$ cat src/rtl/mbx_pkg.sv
package mbx_pkg;
  typedef enum logic [1:0] {
    MB_IDLE = 2'd0,
    MB_FILL = 2'd1,
    MB_FULL = 2'd2,
    MB_DONE = 2'd3
  } mb_state_e;
endpackage

$ cat src/rtl/mbx_store.sv
module mbx_store #(
  parameter int WORD_W  = 64,
  parameter int N_WORDS = 4,
  localparam int AW = (N_WORDS > 1) ? $clog2(N_WORDS) : 1
) (
  input  logic              clk_i,
  input  logic              rst_ni,
  input  logic              we_i,
  input  logic [AW-1:0]     waddr_i,
  input  logic [WORD_W-1:0] wdata_i,
  input  logic [AW-1:0]     raddr_i,
  output logic [WORD_W-1:0] rdata_o
);
  logic [WORD_W-1:0] mem_q [N_WORDS];

  for (genvar w = 0; w < N_WORDS; w++) begin : g_word
    always_ff @(posedge clk_i or negedge rst_ni) begin
      if (!rst_ni)                              mem_q[w] <= '0;
      else if (we_i && waddr_i == AW'(w))       mem_q[w] <= wdata_i;
    end
  end

  assign rdata_o = mem_q[raddr_i];
endmodule

$ cat src/rtl/mbx_dir.sv
module mbx_dir
  import mbx_pkg::*;
#(
  parameter int WORD_W  = 64,
  parameter int N_WORDS = 4
) (
  input  logic              clk_i,
  input  logic              rst_ni,
  input  logic              start_i,
  input  logic              wr_en_i,
  input  logic [WORD_W-1:0] wr_data_i,
  input  logic              commit_i,
  input  logic              rd_en_i,
  input  logic              ack_i,
  output logic [WORD_W-1:0] rd_data_o,
  output logic              tx_err_o,
  output logic              rx_err_o,
  output logic [1:0]        state_o
);
  localparam int AW = (N_WORDS > 1) ? $clog2(N_WORDS) : 1;
  localparam int CW = $clog2(N_WORDS + 1);
  localparam logic [CW-1:0] LAST = CW'(N_WORDS);

  mb_state_e       state_q, state_d;
  logic [CW-1:0]   wr_idx_q, rd_idx_q;
  logic            tx_bad, rx_bad, do_write, rd_ok, claim, seal;
  logic [WORD_W-1:0] rdata;

  // sender precedence: start, then commit, then write
  always_comb begin
    state_d  = state_q;
    tx_bad   = 1'b0;
    rx_bad   = 1'b0;
    do_write = 1'b0;
    rd_ok    = 1'b0;
    claim    = 1'b0;
    seal     = 1'b0;
    if (start_i) begin
      if (state_q == MB_IDLE) begin state_d = MB_FILL; claim = 1'b1; end
      else tx_bad = 1'b1;
    end else if (commit_i) begin
      if (state_q == MB_FILL && wr_idx_q == LAST) begin state_d = MB_FULL; seal = 1'b1; end
      else tx_bad = 1'b1;
    end else if (wr_en_i) begin
      if (state_q == MB_FILL && wr_idx_q != LAST) do_write = 1'b1;
      else tx_bad = 1'b1;
    end
    if (ack_i) begin
      if (state_q == MB_FULL && rd_idx_q == LAST) state_d = MB_DONE;
      else rx_bad = 1'b1;
    end else if (rd_en_i) begin
      if (state_q == MB_FULL && rd_idx_q != LAST) rd_ok = 1'b1;
      else rx_bad = 1'b1;
    end
    if (state_q == MB_DONE) state_d = MB_IDLE;
  end

  always_ff @(posedge clk_i or negedge rst_ni) begin
    if (!rst_ni) begin
      state_q  <= MB_IDLE;
      wr_idx_q <= '0;
      rd_idx_q <= '0;
      tx_err_o <= 1'b0;
      rx_err_o <= 1'b0;
    end else begin
      state_q  <= state_d;
      tx_err_o <= tx_bad;
      rx_err_o <= rx_bad;
      if (claim)         wr_idx_q <= '0;
      else if (do_write) wr_idx_q <= wr_idx_q + 1'b1;
      if (seal)          rd_idx_q <= '0;
      else if (rd_ok)    rd_idx_q <= rd_idx_q + 1'b1;
    end
  end

  mbx_store #(.WORD_W(WORD_W), .N_WORDS(N_WORDS)) u_store (
    .clk_i   (clk_i),
    .rst_ni  (rst_ni),
    .we_i    (do_write),
    .waddr_i (wr_idx_q[AW-1:0]),
    .wdata_i (wr_data_i),
    .raddr_i (rd_idx_q[AW-1:0]),
    .rdata_o (rdata)
  );

  assign rd_data_o = rd_ok ? rdata : '0;
  assign state_o   = state_q;
endmodule

$ cat src/rtl/mailbox_link.sv
module mailbox_link #(
  parameter int WORD_W  = 64,
  parameter int N_WORDS = 4
) (
  input  logic              clk_i,
  input  logic              rst_ni,
  input  logic              lo_wr_start_i,
  input  logic              lo_wr_en_i,
  input  logic [WORD_W-1:0] lo_wr_data_i,
  input  logic              lo_commit_i,
  input  logic              lo_rd_en_i,
  input  logic              lo_rd_ack_i,
  output logic [WORD_W-1:0] lo_rd_data_o,
  output logic              lo_err_o,
  input  logic              hi_wr_start_i,
  input  logic              hi_wr_en_i,
  input  logic [WORD_W-1:0] hi_wr_data_i,
  input  logic              hi_commit_i,
  input  logic              hi_rd_en_i,
  input  logic              hi_rd_ack_i,
  output logic [WORD_W-1:0] hi_rd_data_o,
  output logic              hi_err_o,
  output logic [1:0]        up_state_o,
  output logic [1:0]        dn_state_o
);
  logic up_tx_err, up_rx_err, dn_tx_err, dn_rx_err;

  mbx_dir #(.WORD_W(WORD_W), .N_WORDS(N_WORDS)) u_up (
    .clk_i     (clk_i),
    .rst_ni    (rst_ni),
    .start_i   (lo_wr_start_i),
    .wr_en_i   (lo_wr_en_i),
    .wr_data_i (lo_wr_data_i),
    .commit_i  (lo_commit_i),
    .rd_en_i   (hi_rd_en_i),
    .ack_i     (hi_rd_ack_i),
    .rd_data_o (hi_rd_data_o),
    .tx_err_o  (up_tx_err),
    .rx_err_o  (up_rx_err),
    .state_o   (up_state_o)
  );

  mbx_dir #(.WORD_W(WORD_W), .N_WORDS(N_WORDS)) u_dn (
    .clk_i     (clk_i),
    .rst_ni    (rst_ni),
    .start_i   (hi_wr_start_i),
    .wr_en_i   (hi_wr_en_i),
    .wr_data_i (hi_wr_data_i),
    .commit_i  (hi_commit_i),
    .rd_en_i   (lo_rd_en_i),
    .ack_i     (lo_rd_ack_i),
    .rd_data_o (lo_rd_data_o),
    .tx_err_o  (dn_tx_err),
    .rx_err_o  (dn_rx_err),
    .state_o   (dn_state_o)
  );

  assign lo_err_o = up_tx_err | dn_rx_err;
  assign hi_err_o = dn_tx_err | up_rx_err;
endmodule

$ cat config.mk
export PLATFORM = sky130hd
export DESIGN_NAME = mailbox_link
export DESIGN_NICKNAME = d
export VERILOG_FILES = /design/src/rtl/mbx_pkg.sv /design/src/rtl/mbx_store.sv /design/src/rtl/mbx_dir.sv /design/src/rtl/mailbox_link.sv
export SDC_FILE = /design/constraint.sdc
export NUM_CORES = 1
export LEC_CHECK = 0
export BUFFER_PORTS_ARGS = -buffer_cell sky130_fd_sc_hd__buf_4
export CORE_ASPECT_RATIO = 1.75
export CORE_MARGIN = 8
export CORE_UTILIZATION = 61
export CTS_BUF_LIST = sky130_fd_sc_hd__clkbuf_8
export CTS_CLUSTER_SIZE = 10
export DETAILED_ROUTE_END_ITERATION = 10
export GPL_ROUTABILITY_DRIVEN = 0
export PLACE_DENSITY = 0.83
export SYNTH_ARGS = -nofsm -noshare
export SYNTH_HDL_FRONTEND = slang
export SYNTH_SLANG_ARGS = --single-unit
$ cat constraint.sdc
create_clock -name clk_i -period 2.57 [get_ports clk_i]
set_input_delay 0.257 -clock clk_i [delete_from_list [all_inputs] [get_ports clk_i]]
set_output_delay 0.257 -clock clk_i [all_outputs]
set_load 0.05 [all_outputs]
# Word level (Yosys, flattened, before mapping)
# Index checks and enable logic that the tools add are counted.
# Widths: inputs -> output; s select.
[op_classes]
mux = 74
magnitude_cmp = 2
reduce_logical = 24
eq_ne = 20
n_addsub = 4
n_bitwise = 4
[op_table]
columns = ["op", "count"]
rows = [
  ["$mux 64", 6],
  ["$bmux 64 s2", 2],
  ["$mux 1", 44],
  ["$mux 2", 14],
  ["$mux 3", 8],
  ["$eq 2x2->1 const B", 8],
  ["$logic_and 1x1->1", 16],
  ["$add 3x1->3 const B", 4],
  ["$eq 3x3->1 const B", 4],
  ["$ne 3x3->1 const B", 4],
  ["$eq 2x1->1 const B", 4],
  ["$logic_not 2->1", 4],
  ["$reduce_bool 2->1", 4],
  ["$ge 3x3->1 const B", 2],
  ["$not 2->3", 2],
  ["$or 1x1->1", 2],
]
[word_totals]
in_bits = 140
ff_bits = 532
output_inout_bits = 134

# Logic depth before layout (Yosys ltp)
# Gate-level depths: netlist (run 1).
[depth]
word_depth = 8
ltp_mapped = 8

# Modules after synthesis
# Synthesis (run 1) repeated with hierarchy kept, for this count alone.
[unflattened]
hier_cells = 1520
area_unflattened_um2 = 24398.4
[modules_own_cells]
columns = ["mod", "n_inst", "area_each_um2", "seq_area_each_um2", "cells_each"]
rows = [
  ["mbx_store", 2, 11109.4, 6406.1, 621],
  ["mbx_dir (u_dn)", 1, 1084.8, 250.2, 138],
  ["mbx_dir (u_up)", 1, 1082.3, 250.2, 138],
  ["mailbox_link", 1, 12.5, 0.0, 2],
]

# Worst setup path before layout (run 1)
# No wires, ideal clock.
[synth_path]
path_type = "register -> output"
from = "reg u_up.rd_idx_q[1]"
to = "out hi_rd_data_o[43]"
arrival_time_ns = 2.324
stages_incl_launch_ff = 9
n_path_buf = 4
setup_slack_ns = -0.011
path_cell_list = "dfrtp_1 clkbuf_1 buf_1 inv_1 ha_1 nand2_1 clkbuf_1 clkbuf_1 and3_1"
[synth_between]
elab_chain_len = 6
word_cells_on_any_way = 10
classes_between = "eq/ne: 1; mux: 7; bitwise: 1; reduce/logical: 1"
[synth_rtl]
columns = ["element", "line", "source"]
rows = [
  ["from (decl)", "mbx_dir.sv:25", "logic [CW-1:0] wr_idx_q, rd_idx_q;"],
  ["from (signal assigned)", "mbx_dir.sv:72", "else if (rd_ok) rd_idx_q <= rd_idx_q + 1'b1;"],
  ["$ne 3x3->1", "mbx_dir.sv:52", "if (state_q == MB_FULL && rd_idx_q != LAST) rd_ok = 1'b1;"],
  ["$logic_and 1x1->1", "mbx_dir.sv:52", ""],
  ["$mux 1", "mbx_dir.sv:52", ""],
  ["$mux 1", "mbx_dir.sv:51", "end else if (rd_en_i) begin"],
  ["$mux 1", "mbx_dir.sv:48", "if (ack_i) begin"],
  ["$mux 64 *", "mbx_dir.sv:86", "assign rd_data_o = rd_ok ? rdata : '0;"],
  ["to (decl)", "mailbox_link.sv:21", "output logic [WORD_W-1:0] hi_rd_data_o,"],
]
# Mark *: on every way between the ends. The rest lies on a longest branch, timed or not. The select of a mux whose other input is x is not followed.

# Final worst setup path (run 1)
[layout_path]
from = "reg u_dn.rd_idx_q[0]"
to = "out lo_rd_data_o[5]"
[layout_between]
elab_chain_len = 6
word_cells_on_any_way = 10
classes_between = "eq/ne: 1; mux: 7; bitwise: 1; reduce/logical: 1"
[layout_rtl]
columns = ["element", "line", "source"]
rows = [
  ["from (decl)", "mbx_dir.sv:25", ""],
  ["from (signal assigned)", "mbx_dir.sv:72", ""],
  ["$ne 3x3->1", "mbx_dir.sv:52", ""],
  ["$logic_and 1x1->1", "mbx_dir.sv:52", ""],
  ["$mux 1", "mbx_dir.sv:52", ""],
  ["$mux 1", "mbx_dir.sv:51", ""],
  ["$mux 1", "mbx_dir.sv:48", ""],
  ["$mux 64 *", "mbx_dir.sv:86", ""],
  ["to (decl)", "mailbox_link.sv:13", "output logic [WORD_W-1:0] lo_rd_data_o,"],
]
# Marked as above.

==> impl.org, run 1 <==
** Status
- The run finished, with violations left.
- Violated checks :: negative setup slack

** Synthesis
- When the netlist entered floorplanning its net count stood at 1670.
- Synthesis produced 1518 cells.
- Cell area after technology mapping :: 0.0241 mm²
- Synthesis instantiated 41 different standard cells from the library.
- Top cell types by occurrence after synthesis :: dfrtp_1 (532), mux2_2 (495), and3_1 (128), mux4_2 (128), buf_2 (60)
- Counting flops and latches in the post-synthesis netlist gives 532.
- Dominant synthesized flop cell :: dfrtp_1
- The Yosys step of the flow raised 0 warnings.
- The synthesized design devotes to its leading area cell type 55.2% of total area.
- Sequential elements use 55.2% of the synthesized area.
- For this run, asynchronously set or reset flops after synthesis account for 100%.
- After synthesis, the cell types taking the most area are dfrtp_1 (55%), mux2_2 (23%), mux4_2 (12%).
- EDFF count, synth :: 0
- dfrtp_1 is the most common cell in the netlist.
- Of all cell types, the one taking the most synthesized area is dfrtp_1.
- Synthesized area divided by synthesized cell count :: 15.9 µm²

** Critical path
- In this run the critical register-to-register path is captured at u_dn.tx_err_o$_DFF_PN0_.
- Register-to-Register Setup Slack :: 0.25 ns
- The critical path is of the reg -> out type.
- At the worst endpoint, the arrival time is 2.37 ns.
- Reg-to-Reg Start :: u_dn.wr_idx_q[0]$_DFFE_PN0P_
- Critical Path RT :: 2.31 ns
- The largest single stage delay on the critical path is 0.51 ns.
- STA classifies the critical path startpoint as a flop.
- Slowest cell on the critical path :: dfrtp_4
- Walking the worst path, the cells encountered are buf_12 > buf_8 > buf_16 > mux4_2 > and3_4 > buf_8.
- Critical Path Most Common Cell :: buf_8
- Buf+Inv Stages, Crit Path :: 4
- The worst setup path is captured at a primary output.
- Number of cells on the worst reg-to-reg path :: 7
- The kind of cell with the highest combined delay along the critical path is buffers and inverters.
- Critical-path maximum fanout :: 6

** Global routing
- The number of global-route vias before repair was 18300.
- The initial antenna violation count came to 3.
- Global route overflow :: 0
- Total routing usage reported by global routing :: 28.6%
- Maximum number of pins on one net before global-route repair :: 81
- The first global-routing pass estimated 104000 µm of wire.

** Place
- In this run the cell area measured after placement is 0.0270 mm².
- Worst setup timing slack at the placement stage :: 0.394 ns
- Post-placement cell count :: 2222
- Post-DP HPWL :: 35800 µm
- Buffers placed on the I/O ports in this run total 273.

** Route
- DRC errors left :: 0
- Across all layers, the routed design uses 15800 vias.
- Residual antenna-violating net count after detailed routing :: 0
- After detailed routing, the total wire length is 67200 µm.
- Routed wire length per instance :: 26.5 µm
- For this block, the initial DRC count from the detailed router was 995.
- Avg Vias per Cell :: 6.24
- Number of iterations in the first detailed-routing pass :: 4

** Timing
- In this run the tightest slew margin relative to its limit is 48.7%.
- Slew Viols, Final :: 0
- The worst path uses 102% of the clock period.
- Setup repair after global routing could not meet its margin everywhere.
- Clock tree skew after final layout :: 0.0228 ns
- Setup violations remaining at the end of the flow were counted as 29.
- Final hold violations :: 0
- Summed over all failing endpoints, the final setup total negative slack is -0.781 ns.
- Hold WS :: 0.0725 ns
- Static timing analysis puts the maximum clock frequency at 381 MHz.
- Worst Slack Setup Final :: -0.0550 ns
- The smallest clock period supported by the final layout is computed as 2.62 ns.
- Tightest Pin Transition :: 0.769 ns

** Power and ir drop
- Peak supply drop :: 0.661 mV
- Leakage power of the design :: 14.4 nW
- Cell area power density :: 973 mW/mm²
- Overall power consumption after layout is estimated at 30.9 mW.

** Cells and area
- The count of cells in the finished layout, fillers not included, comes to 2533.
- Of the cells placed in the final design, the portion with a size suffix greater than 1 is 60.2%.
- Cells fill 81.0% of the core in the end.
- The area growth from synthesis to layout is 31.6%.
- Final net count :: 2133
- Fillcell total :: 1922
- Once layout is done, the placed cells without fillers occupy 0.0317 mm².

** Floorplanning
- The initial utilization of the core area, before any placement, comes to 61.6%.
- Die area :: 0.0464 mm²
- From left edge to right edge, the die measures 166 µm.
- After floorplanning, the core was sized to cover 0.0392 mm².
- The floorplan has 96 rows.
- From bottom edge to top edge, the die measures 279 µm.
- Top Ports :: 274

** Clock tree
- The H-tree generated during clock tree synthesis spans 3 levels.
- Number of buffers created by CTS :: 78
- Master cell of the clock root buffer :: clkbuf_8
- No sink is reached through more buffers than the 3 on the longest clock path.
- At the later pin of the worst-skew pair, clock insertion delay measures 0.63 ns.
- Clock transition at the register clock pins on the worst setup and hold paths after CTS :: 0.07 ns
- CTS tree :: done
- For this design, the sink count on the clock tree is 532.

** Min path
- The path with the worst hold slack has its endpoint at u_up.tx_err_o$_DFF_PN0_.
- In this run the most critical hold path is launched from lo_wr_en_i.
- The min-delay analysis places its worst path in the category in -> reg.
- Number of cells on the worst hold path :: 3

** Job
- Max-Cap Viols :: 0
-- power by group --
group | switching, mW | internal (mW) | total, mW
sequential | 2.30 | 12.4 | 14.7
combinational | 3.32 | 5.93 | 9.25
clock | 3.30 | 3.65 | 6.95
-- layout make-up --
type	instances	area, µm²	share of cell area, %
Timing Repair Buffer	492	5310	16.7
Sequential cell	532	13300	42.0
Antenna cell	3	7.51	0.0237
Tap cell	490	613	1.93
Multi-Input combinational cell	866	10900	34.2
Inverter	11	41.3	0.130
Clock buffer	102	1400	4.42
Clock inverter	37	186	0.587
-- worst max-delay path by stage --
stage	startpoint	endpoint	slack, ns	cells after the start
after global routing	u_dn.rd_idx_q[0]$_DFFE_PN0P_	lo_rd_data_o[5]	-0.13	6
after floorplan	u_dn.rd_idx_q[1]$_DFFE_PN0P_	lo_rd_data_o[0]	0.02	8
after global placement	u_dn.wr_idx_q[0]$_DFFE_PN0P_	u_dn.u_store.mem_q[37]$_DFFE_PN0P_	0.45	7
after CTS	u_dn.rd_idx_q[0]$_DFFE_PN0P_	lo_rd_data_o[25]	-0.08	5
after detailed placement	u_up.wr_idx_q[0]$_DFFE_PN0P_	u_up.u_store.mem_q[42]$_DFFE_PN0P_	0.39	6
final	u_dn.rd_idx_q[0]$_DFFE_PN0P_	lo_rd_data_o[5]	-0.05	6
-- state kept, by name, indices dropped and copies added, names as in the netlist --
register,flops
u_dn.rx_err_o,1
u_up.wr_idx_q,3
u_up.state_o,2
u_dn.u_store.mem_q,256
u_up.tx_err_o,1
u_up.u_store.mem_q,256
u_up.rd_idx_q,3
u_up.rx_err_o,1
u_dn.state_o,2
u_dn.tx_err_o,1
u_dn.rd_idx_q,3
u_dn.wr_idx_q,3
-- worst reg2reg max path: cells and delay by family, from the launching register on --
kind                       cells  cell delay (ns)
DFF                            1             0.42
AOI/OAI and AO/OA              1             0.06
buffers and inverters          3             0.89
and+or+nand+nor                2             0.61
adders and majority gates      1             0.22
-- cell families after synthesis --
logic type / synth area share [%]
multiplexers: 36.1
flip-flops: 55.2
AND/OR/NAND/NOR: 5.07
buffers and inverters: 2.35
AO/OA/AOI/OAI: 0.586
adder cells (fa/ha/maj): 0.623
XOR/XNOR: 0.0363
-- layout by cell type, fill, tap and decap left out, types with 6 or more instances in the layout --
master / instances
mux2i_1: 6
and3_4: 116
mux2_1: 17
inv_1: 39
buf_4: 176
mux2_2: 495
clkbuf_8: 102
nand2_1: 9
dfrtp_1: 528
dlygate4sd3_1: 137
nor2_1: 7
mux4_2: 128
buf_6: 113
nand3_1: 6
buf_8: 20
ha_1: 12
nand4_4: 6
o21ai_0: 7
a21oi_1: 7
buf_12: 28
buf_16: 13
and3_1: 12
-- routing by layer --
metal  vias up  track usage (%)  share of wire, %
li1       6631                -                 -
met2       631             52.0                54
met3       177             7.24               6.3
met1      8356             30.8                36
met4         0             13.5               3.7
met5         -                0                 0
-- repair_timing --
action                                 CTS  global route
setup buffers                           17             1
endpoints found under the hold margin  584             0
resized for setup                      233            59
hold buffers                           137             0
pin swaps                                1             3
setup endpoints to repair              127           127
gates cloned                            11             5
Note: power is estimated with default switching activity, not from simulation.
==> run 2: changes to the inputs <==
Settings changed: CORE_UTILIZATION 61 to 59, CTS_BUF_LIST sky130_fd_sc_hd__clkbuf_8 to not set, PLACE_DENSITY 0.83 to 0.8.
==> impl.org, run 2 (same netlist as run 1, synthesis figures left out) <==
** Global routing
- GR met2 Demand/Resource :: 45.7% (-6.3 points)
- Met1 usage in global routing :: 29.6% (-1.2 points)
- Total routing usage reported by global routing :: 25.1% (-3.5 points)
- Met3 usage :: 4.05% (-3.2 points)
- The maximum number of pins on one net before global-route repair came to 77 (-4.9%).
- met2 is the most crowded layer.
- Via count of the first global-routing pass :: 17200 (-5.8%)
- The total global routing overflow is 0 (unchanged).
- The initial antenna violation count came to 6 (+3).
- The wire length of the first global-routing pass was 95500 µm (-7.9%).

** Timing
- The slew of the pin with the lowest slew margin was 0.709 ns (-0.0596 ns).
- Clock tree skew after final layout :: 0.00855 ns (-0.0143 ns)
- Final hold violations :: 0 (unchanged)
- The post-route fraction of the period consumed by the critical path is 98.8% (-3.3 points).
- Minimum clock period after layout :: 2.54 ns (-0.0849 ns)
- Slew Viols, Final :: 0 (unchanged)
- Maximum operating frequency :: 394 MHz (+3.3%)
- Max transition margin :: 52.7% (+4.0 points)
- Unrepaired setup endpoints after global routing :: yes
- The setup slack of the critical path after layout came to 0.0299 ns (+0.0849 ns).
- Final-report setup violation count :: 0 (-100%)

** Clock tree
- Clock Tree Buf Depth :: 3 (unchanged)
- The number of buffers added by the clock tree synthesis step came to 59 (-24%).
- Clock insertion delay at the later pin of the skew report :: 0.58 ns (-0.05 ns)
- TritonCTS built the clock tree.
- Master cell of the clock root buffer :: clkbuf_16
- The total number of clock tree sinks came to 532 (unchanged).
- Clock transition at the register clock pins on the worst setup and hold paths after CTS :: 0.06 ns (about the same)
- The number of H-tree levels came to 2 (-1).

** Floorplanning
- Top Ports :: 274 (unchanged)
- The die area was 0.0478 mm² (+3.1%).
- Die Ht :: 283 µm (+1.6%)
- Placeable core region :: 0.0406 mm² (+3.6%)
- Row count :: 98 (+2.1%)
- Starting density of the core :: 59.4% (-2.2 points)
- The die width was 169 µm (+1.5%).

** Critical path
- CP cell instances :: buf_12 > clkbuf_16 > mux4_2 > and3_1 > buf_4
- Critical-path maximum fanout :: 8 (+2)
- Critical Path RT :: 2.31 ns (about the same)
- CP endpoint kind :: primary output
- The worst stage delay on the critical path came to 0.50 ns (about the same).
- Slowest cell on the critical path :: mux4_2
- The worst setup path is of the reg -> out kind.
- Crit start category :: flop
- Arrival @ worst endpoint :: 2.28 ns (-0.09 ns)

** Route
- DRC errors left :: 0 (unchanged)
- The number of vias per cell after detailed routing is 5.98 (-4.1%).
- The count of routing violations after the opening detailed-route iteration came to 759 (-24%).
- The length of the first detailed-routing pass in iterations was 4 (unchanged).
- Routed Wire Length :: 59700 µm (-11%)
- Routed wire length per instance :: 23.7 µm (-11%)
- The post-route antenna net violation count was 0 (unchanged).
- The detailed-route via count came to 15000 (-4.8%).

** Power and ir drop
- The part of the total power dissipated in sequential elements came to 46.8% (-0.7 points).
- Cell area power density :: 997 mW/mm² (+2.5%)
- Relative contribution of combinational cells to total power :: 29.3% (-0.7 points)
- Switching share of power :: 26.6% (-2.3 points)
- Leakage power of the design :: 14.3 nW (-0.55%)
- Switching pwr :: 8.19 mW (-8.1%)
- The peak ir drop on the vdd network is 0.727 mV (+10%).
- Part of the total power dissipated in the clock network :: 23.8% (+1.3 points)
- The internal power of the cells came to 22.6 mW (+3.0%).

** Cells and area
- Largest registers :: u_dn.u_store.mem_q x256, u_up.u_store.mem_q x256
- The number of cells in the finished layout apart from fillers came to 2516 (-0.67%).
- Final core utilization :: 76.1% (-4.9 points)
- Highest-count cells in the layout ignoring fill and taps :: dfrtp_1 (528), mux2_2 (495), buf_4 (248)
- Leaving out fill and tap cells, the most frequent cell in the layout is dfrtp_1.
- Layout overhead on the synthesized area :: 28.2%
- The number of fill cells in the layout is 2370 (+23%).
- The fraction of final layout cells with drive strength greater than 1 was 55.6% (-4.6 points).
- Multi-input gate area :: 0.0104 mm² (-4.3%)
- Final net count :: 2109 (-1.1%)
- Reg area :: 0.0133 mm² (unchanged)

** Job
- The max-cap check violation count is 0 (unchanged).

** Place
- The setup slack at placement is 0.292 ns (-0.102 ns).
- Port bufs :: 273 (unchanged)
- The estimated wirelength of the detail-placed design was 36200 µm (+1.2%).
- Post-placement cell count :: 2287 (+2.9%)

** Status
- Result of the run :: complete, no violations

** Min path
- Hold Path Class :: in -> reg
==> run 2: cell count changes in the layout (fill, tap and decap cells not counted), moves of 5 or more <==
| cell | change |
|---|---|
| clkbuf_8 | -100 |
| buf_16 | -8 |
| and3_4 | -95 |
| buf_8 | -17 |
| buf_12 | +7 |
| inv_1 | -28 |
| buf_4 | +72 |
| clkinv_2 | -5 |
| clkbuf_16 | +62 |
| buf_6 | -60 |
| and3_2 | +10 |
| and3_1 | +85 |
==> run 2: repair_timing <==
action,CTS,global route
hold endpoints to repair,576,0
endpoints found under the setup margin,128,66
buffers inserted,10,4
gates cloned,3,6
hold buffers,137,0
gates resized for setup,53,64
==> run 2: worst max-delay path, delay by kind of cell (launching register included) <==
family        cells  cell delay (ns)
buf+inv           3             0.55
flops             1             0.43
mux               1             0.50
simple gates      1             0.21
==> run 2: path summary, 6_finish.rpt <==
kind                                         startpoint                                  end  slack [ns]  cells past startpoint
max                        u_dn.rd_idx_q[0]$_DFFE_PN0P_                      lo_rd_data_o[1]        0.03                      5
min                                          hi_rd_en_i              u_up.rx_err_o$_DFF_PN0_        0.11                      3
max reg2reg                u_dn.wr_idx_q[0]$_DFFE_PN0P_   u_dn.u_store.mem_q[98]$_DFFE_PN0P_        0.28                      6
min reg2reg                u_up.wr_idx_q[2]$_DFFE_PN0P_         u_up.wr_idx_q[2]$_DFFE_PN0P_        0.48                      1
max in group asynchronous                        rst_ni  u_up.u_store.mem_q[153]$_DFFE_PN0P_        1.36                      3
min in group asynchronous                        rst_ni  u_dn.u_store.mem_q[164]$_DFFE_PN0P_        0.24                      2
==> run 2: metrics by stage <==
stage	instance area, µm²	TNS [ns]	power, mW	hold WS (ns)
6_report	30900	0	30.8	0.112
3_3_place_gp	27100	0	22.0	0.291
5_1_grt	30900	-0.0707	32.3	0.118
3_5_place_dp	27100	0	22.8	0.300
4_1_cts	30500	-0.0827	30.8	0.0958
2_1_floorplan	24100	0	20.2	-0.0386
==> run 2: cell type report <==
cell class / instances / area share [%]
clock buffers: 65 / 5.05
diodes: 4 / 0.0324
repair buffers: 487 / 15.7
inverters: 11 / 0.134
well taps: 550 / 2.23
clock inverters: 1 / 0.0972
flip-flops and latches: 532 / 43.1
multi-input cells: 866 / 33.6
==> run 2: power by group through the flow <==
stage,registers [mW],clock network (mW),logic [mW]
floorplan,13.7,0,6.54
detailed placement,14.5,0,8.28
finish,14.4,7.34,9.04
CTS,14.3,7.52,8.93
global route,14.8,7.82,9.69
global placement,14.1,0,7.92
==> run 2: layer usage <==
| layer | wire length (µm) | vias to the layer above |
|---|---|---|
| met5 | 22 | - |
| met4 | 1530 | 4 |
| met3 | 2660 | 102 |
| met2 | 32500 | 387 |
| met1 | 23100 | 8021 |
| li1 | - | 6530 |
==> run 3: changes to the inputs <==
Settings changed: CORE_MARGIN 8 to 3, REMOVE_ABC_BUFFERS set to 1.
==> impl.org, run 3 (same netlist as run 1, synthesis figures left out) <==
** Power and ir drop
- The part of the total power dissipated in sequential elements was 47.8% (+1.0 points).
- Relative contribution of combinational cells to total power :: 28.9% (-0.4 points)
- The static leakage was 14.3 nW (+0.26%).
- Peak supply drop :: 0.680 mV (-6.5%)
- Cell area power density :: 976 mW/mm² (-2.1%)
- Switching pwr :: 8.17 mW (-0.26%)
- The proportion of total power due to net switching came to 27.0% (+0.35 points).
- Final Total Pwr :: 30.3 mW (-1.5%)
- The internal power of the cells was 22.1 mW (-2.0%).
- Part of the total power dissipated in the clock network :: 23.3% (-0.5 points)

** Timing
- Setup repair after global routing could not meet its margin everywhere.
- Final-report setup violation count :: 0 (unchanged)
- The post-route fraction of the period consumed by the critical path came to 99.3% (+0.51 points).
- Max transition margin :: 53.9% (+1.1 points)
- Accumulated negative setup slack :: 0 ns (unchanged)
- The maximum achievable frequency was 392 MHz (-0.51%).
- Slew Viols, Final :: 0 (unchanged)
- Final hold violations :: 0 (unchanged)
- Minimum clock period after layout :: 2.55 ns (+0.0131 ns)
- The worst clock skew came to 0.0199 ns (+0.0113 ns).
- The slew of the pin with the lowest slew margin was 0.692 ns (-0.0169 ns).

** Critical path
- The endpoint identified for the worst register-to-register timing path is u_dn.u_store.mem_q[89]$_DFFE_PN0P_.
- Reg-to-Reg Start :: u_dn.state_o[0]$_DFF_PN0_
- The reg-to-reg setup timing slack was 0.25 ns (-0.03 ns).
- The largest individual stage delay along the critical path comes from the cell mux4_2.
- Number of cells on the worst reg-to-reg path :: 4 (-2)
- CP endpoint kind :: primary output
- Critical Path RT :: 2.31 ns (about the same)
- The largest fanout on the critical path is 16 (+8).
- The critical path is of the reg -> out type.
- Critical Path Most Common Cell :: buf_12
- CP cell instances :: buf_12 > buf_12 > mux4_2 > and3_1 > buf_4
- Crit path max-delay family :: multiplexers
- Arrival @ worst endpoint :: 2.30 ns (+0.02 ns)
- The most critical setup path has its startpoint at u_up.rd_idx_q[0]$_DFFE_PN0P_.
- Buf+Inv Stages, Crit Path :: 3 (unchanged)
- Delay contributed by the slowest stage of the critical path :: 0.53 ns (+0.03 ns)
- The worst setup path is launched from a flop.

** Min path
- Hold Path Class :: in -> reg
- The number of stages on the worst hold path came to 3 (unchanged).
- The worst hold path terminates at u_up.tx_err_o$_DFF_PN0_.
- Critical hold path startpoint :: lo_wr_en_i

** Clock tree
- TritonCTS built the clock tree.
- The clock transition at the registers of the reported paths was 0.06 ns (about the same).
- Number of buffers created by CTS :: 59 (unchanged)
- The later-pin clock latency in the skew report is 0.59 ns (about the same).
- The total number of clock tree sinks came to 532 (unchanged).
- Clock Tree Buf Depth :: 3 (unchanged)
- Master cell of the clock root buffer :: clkbuf_16
- Total number of H-tree levels :: 2 (unchanged)

** Route
- The number of vias per cell after detailed routing is 6.07 (+1.5%).
- Detailed Route Iter0 Violations :: 751 (-1.1%)
- DRC errors left :: 0 (unchanged)
- Residual antenna-violating net count after detailed routing :: 0 (unchanged)
- The length of the first detailed-routing pass in iterations is 5 (+1).
- The detailed-route via count was 15400 (+2.1%).
- The wire length after detailed routing is 60500 µm (+1.3%).
- Routed wire length per instance :: 23.9 µm (+0.67%)

** Cells and area
- The number of cells in the finished layout apart from fillers is 2531 (+0.60%).
- Largest registers :: u_dn.u_store.mem_q x256, u_up.u_store.mem_q x256
- Highest-count cells in the layout ignoring fill and taps :: dfrtp_1 (528), mux2_2 (495), buf_4 (261)
- The area of the multi-input gates came to 0.0105 mm² (+0.89%).
- The fraction of final layout cells with drive strength greater than 1 was 56.6% (+1.0 points).
- Most common library cell in the layout ignoring fill and taps :: dfrtp_1
- From synthesis to final layout, the design area changed by 28.9%.
- The number of fill cells in the layout was 2234 (-5.7%).
- Reg area :: 0.0133 mm² (unchanged)
- The number of nets in the layout is 2133 (+1.1%).

** Place
- The estimated wirelength of the detail-placed design was 36500 µm (+0.80%).
- The total instance count after detailed placement was 2309 (+0.96%).
- The count of input and output buffers is 273 (unchanged).

** Global routing
- Total routing usage reported by global routing :: 27.3% (+2.2 points)
- Maximum number of pins on one net before global-route repair :: 70 (-9.1%)
- Wire length of the first global-routing pass :: 94200 µm (-1.3%)
- Global route overflow :: 0 (unchanged)
- Via count of the first global-routing pass :: 17300 (+0.52%)
- Number of antenna violations at the first check in global routing :: 2 (-4)

** Floorplanning
- The I/O pin total is 274 (unchanged).
- Starting density of the core :: 60.0% (+0.61 points)
- Die extent in x :: 159 µm (-5.9%)
- The die area was 0.0434 mm² (-9.2%).
- The placeable core area is 0.0402 mm² (-1.0%).
- Row count :: 97 (-1.0%)
- The vertical die dimension came to 273 µm (-3.5%).

** Status
- The flow ran to the end, and the final reports show no timing, DRC or antenna violations.

** Job
- Max-Cap Viols :: 0 (unchanged)
[run 3: cell count changes in the layout (fill, tap and decap cells not counted), sizes merged]
cell,delta
diode,-2
buf,+25
clkbuf,-5
inv,+4
bufinv,-1
[run 3: power by group through the flow]
| stage | clock (mW) | sequential [mW] | combinational (mW) |
|---|---|---|---|
| final | 7.08 | 14.5 | 8.75 |
| after global placement | 0 | 14.1 | 7.80 |
| after global routing | 7.55 | 14.9 | 9.43 |
| after detailed placement | 0 | 14.5 | 8.23 |
| after CTS | 7.24 | 14.4 | 8.54 |
| after floorplan | 0 | 13.9 | 6.24 |
[run 3: area by class of cell]
cell class              instances  area share, %
clock inverters                 4          0.113
diodes                          2         0.0161
inverters                      11          0.133
clock buffers                  61           4.78
flip-flops and latches        532           42.9
well taps                     544           2.19
multi-input cells             866           33.7
repair buffers                511           16.2
[run 3: worst min-delay path, cell delays in order]
cell	delay (ns)
buf_4	0.11
a21bo_2	0.18
a221oi_1	0.09
[run 3: metal layers]
metal | vias to the layer above | GRT usage (%) | share of wire [%]
met1 | 8156 | 31.6 | 37
met4 | 0 | 8.99 | 3.1
li1 | 6599 | - | -
met5 | - | 0 | 0
met2 | 469 | 51.0 | 55
met3 | 131 | 5.13 | 5.1
[run 3: through the flow]
step                hold WS [ns]  util (%)  cell area [µm²]  worst slack, ns
finish                     0.113      77.3            31100           0.0168
global route              0.0909      77.3            31100          -0.0673
CTS                       0.0761      75.9            30500          -0.0186
detailed placement         0.282      68.2            27400            0.244
global placement           0.286      68.2            27400            0.337
floorplan                -0.0386         -            23600            -2.06
[run 3: how the worst max path moves through the flow]
stage,to,slack [ns],depth (start not counted)
floorplan,hi_rd_data_o[0],-2.06,4
global placement,u_dn.u_store.mem_q[74]$_DFFE_PN0P_,0.34,6
detailed placement,u_dn.u_store.mem_q[89]$_DFFE_PN0P_,0.24,4
CTS,hi_rd_data_o[16],-0.02,4
global route,hi_rd_data_o[19],-0.07,5
finish,hi_rd_data_o[19],0.02,5
[run 3: timing repair]
| action | CTS | global route |
|---|---|---|
| cloned | 0 | 5 |
| pin swaps | 0 | 3 |
| setup endpoints to repair | 128 | 97 |
| hold buffers | 137 | 0 |
| gates resized for setup | 29 | 87 |
| setup buffers | 8 | 5 |
| endpoints found under the hold margin | 571 | 0 |
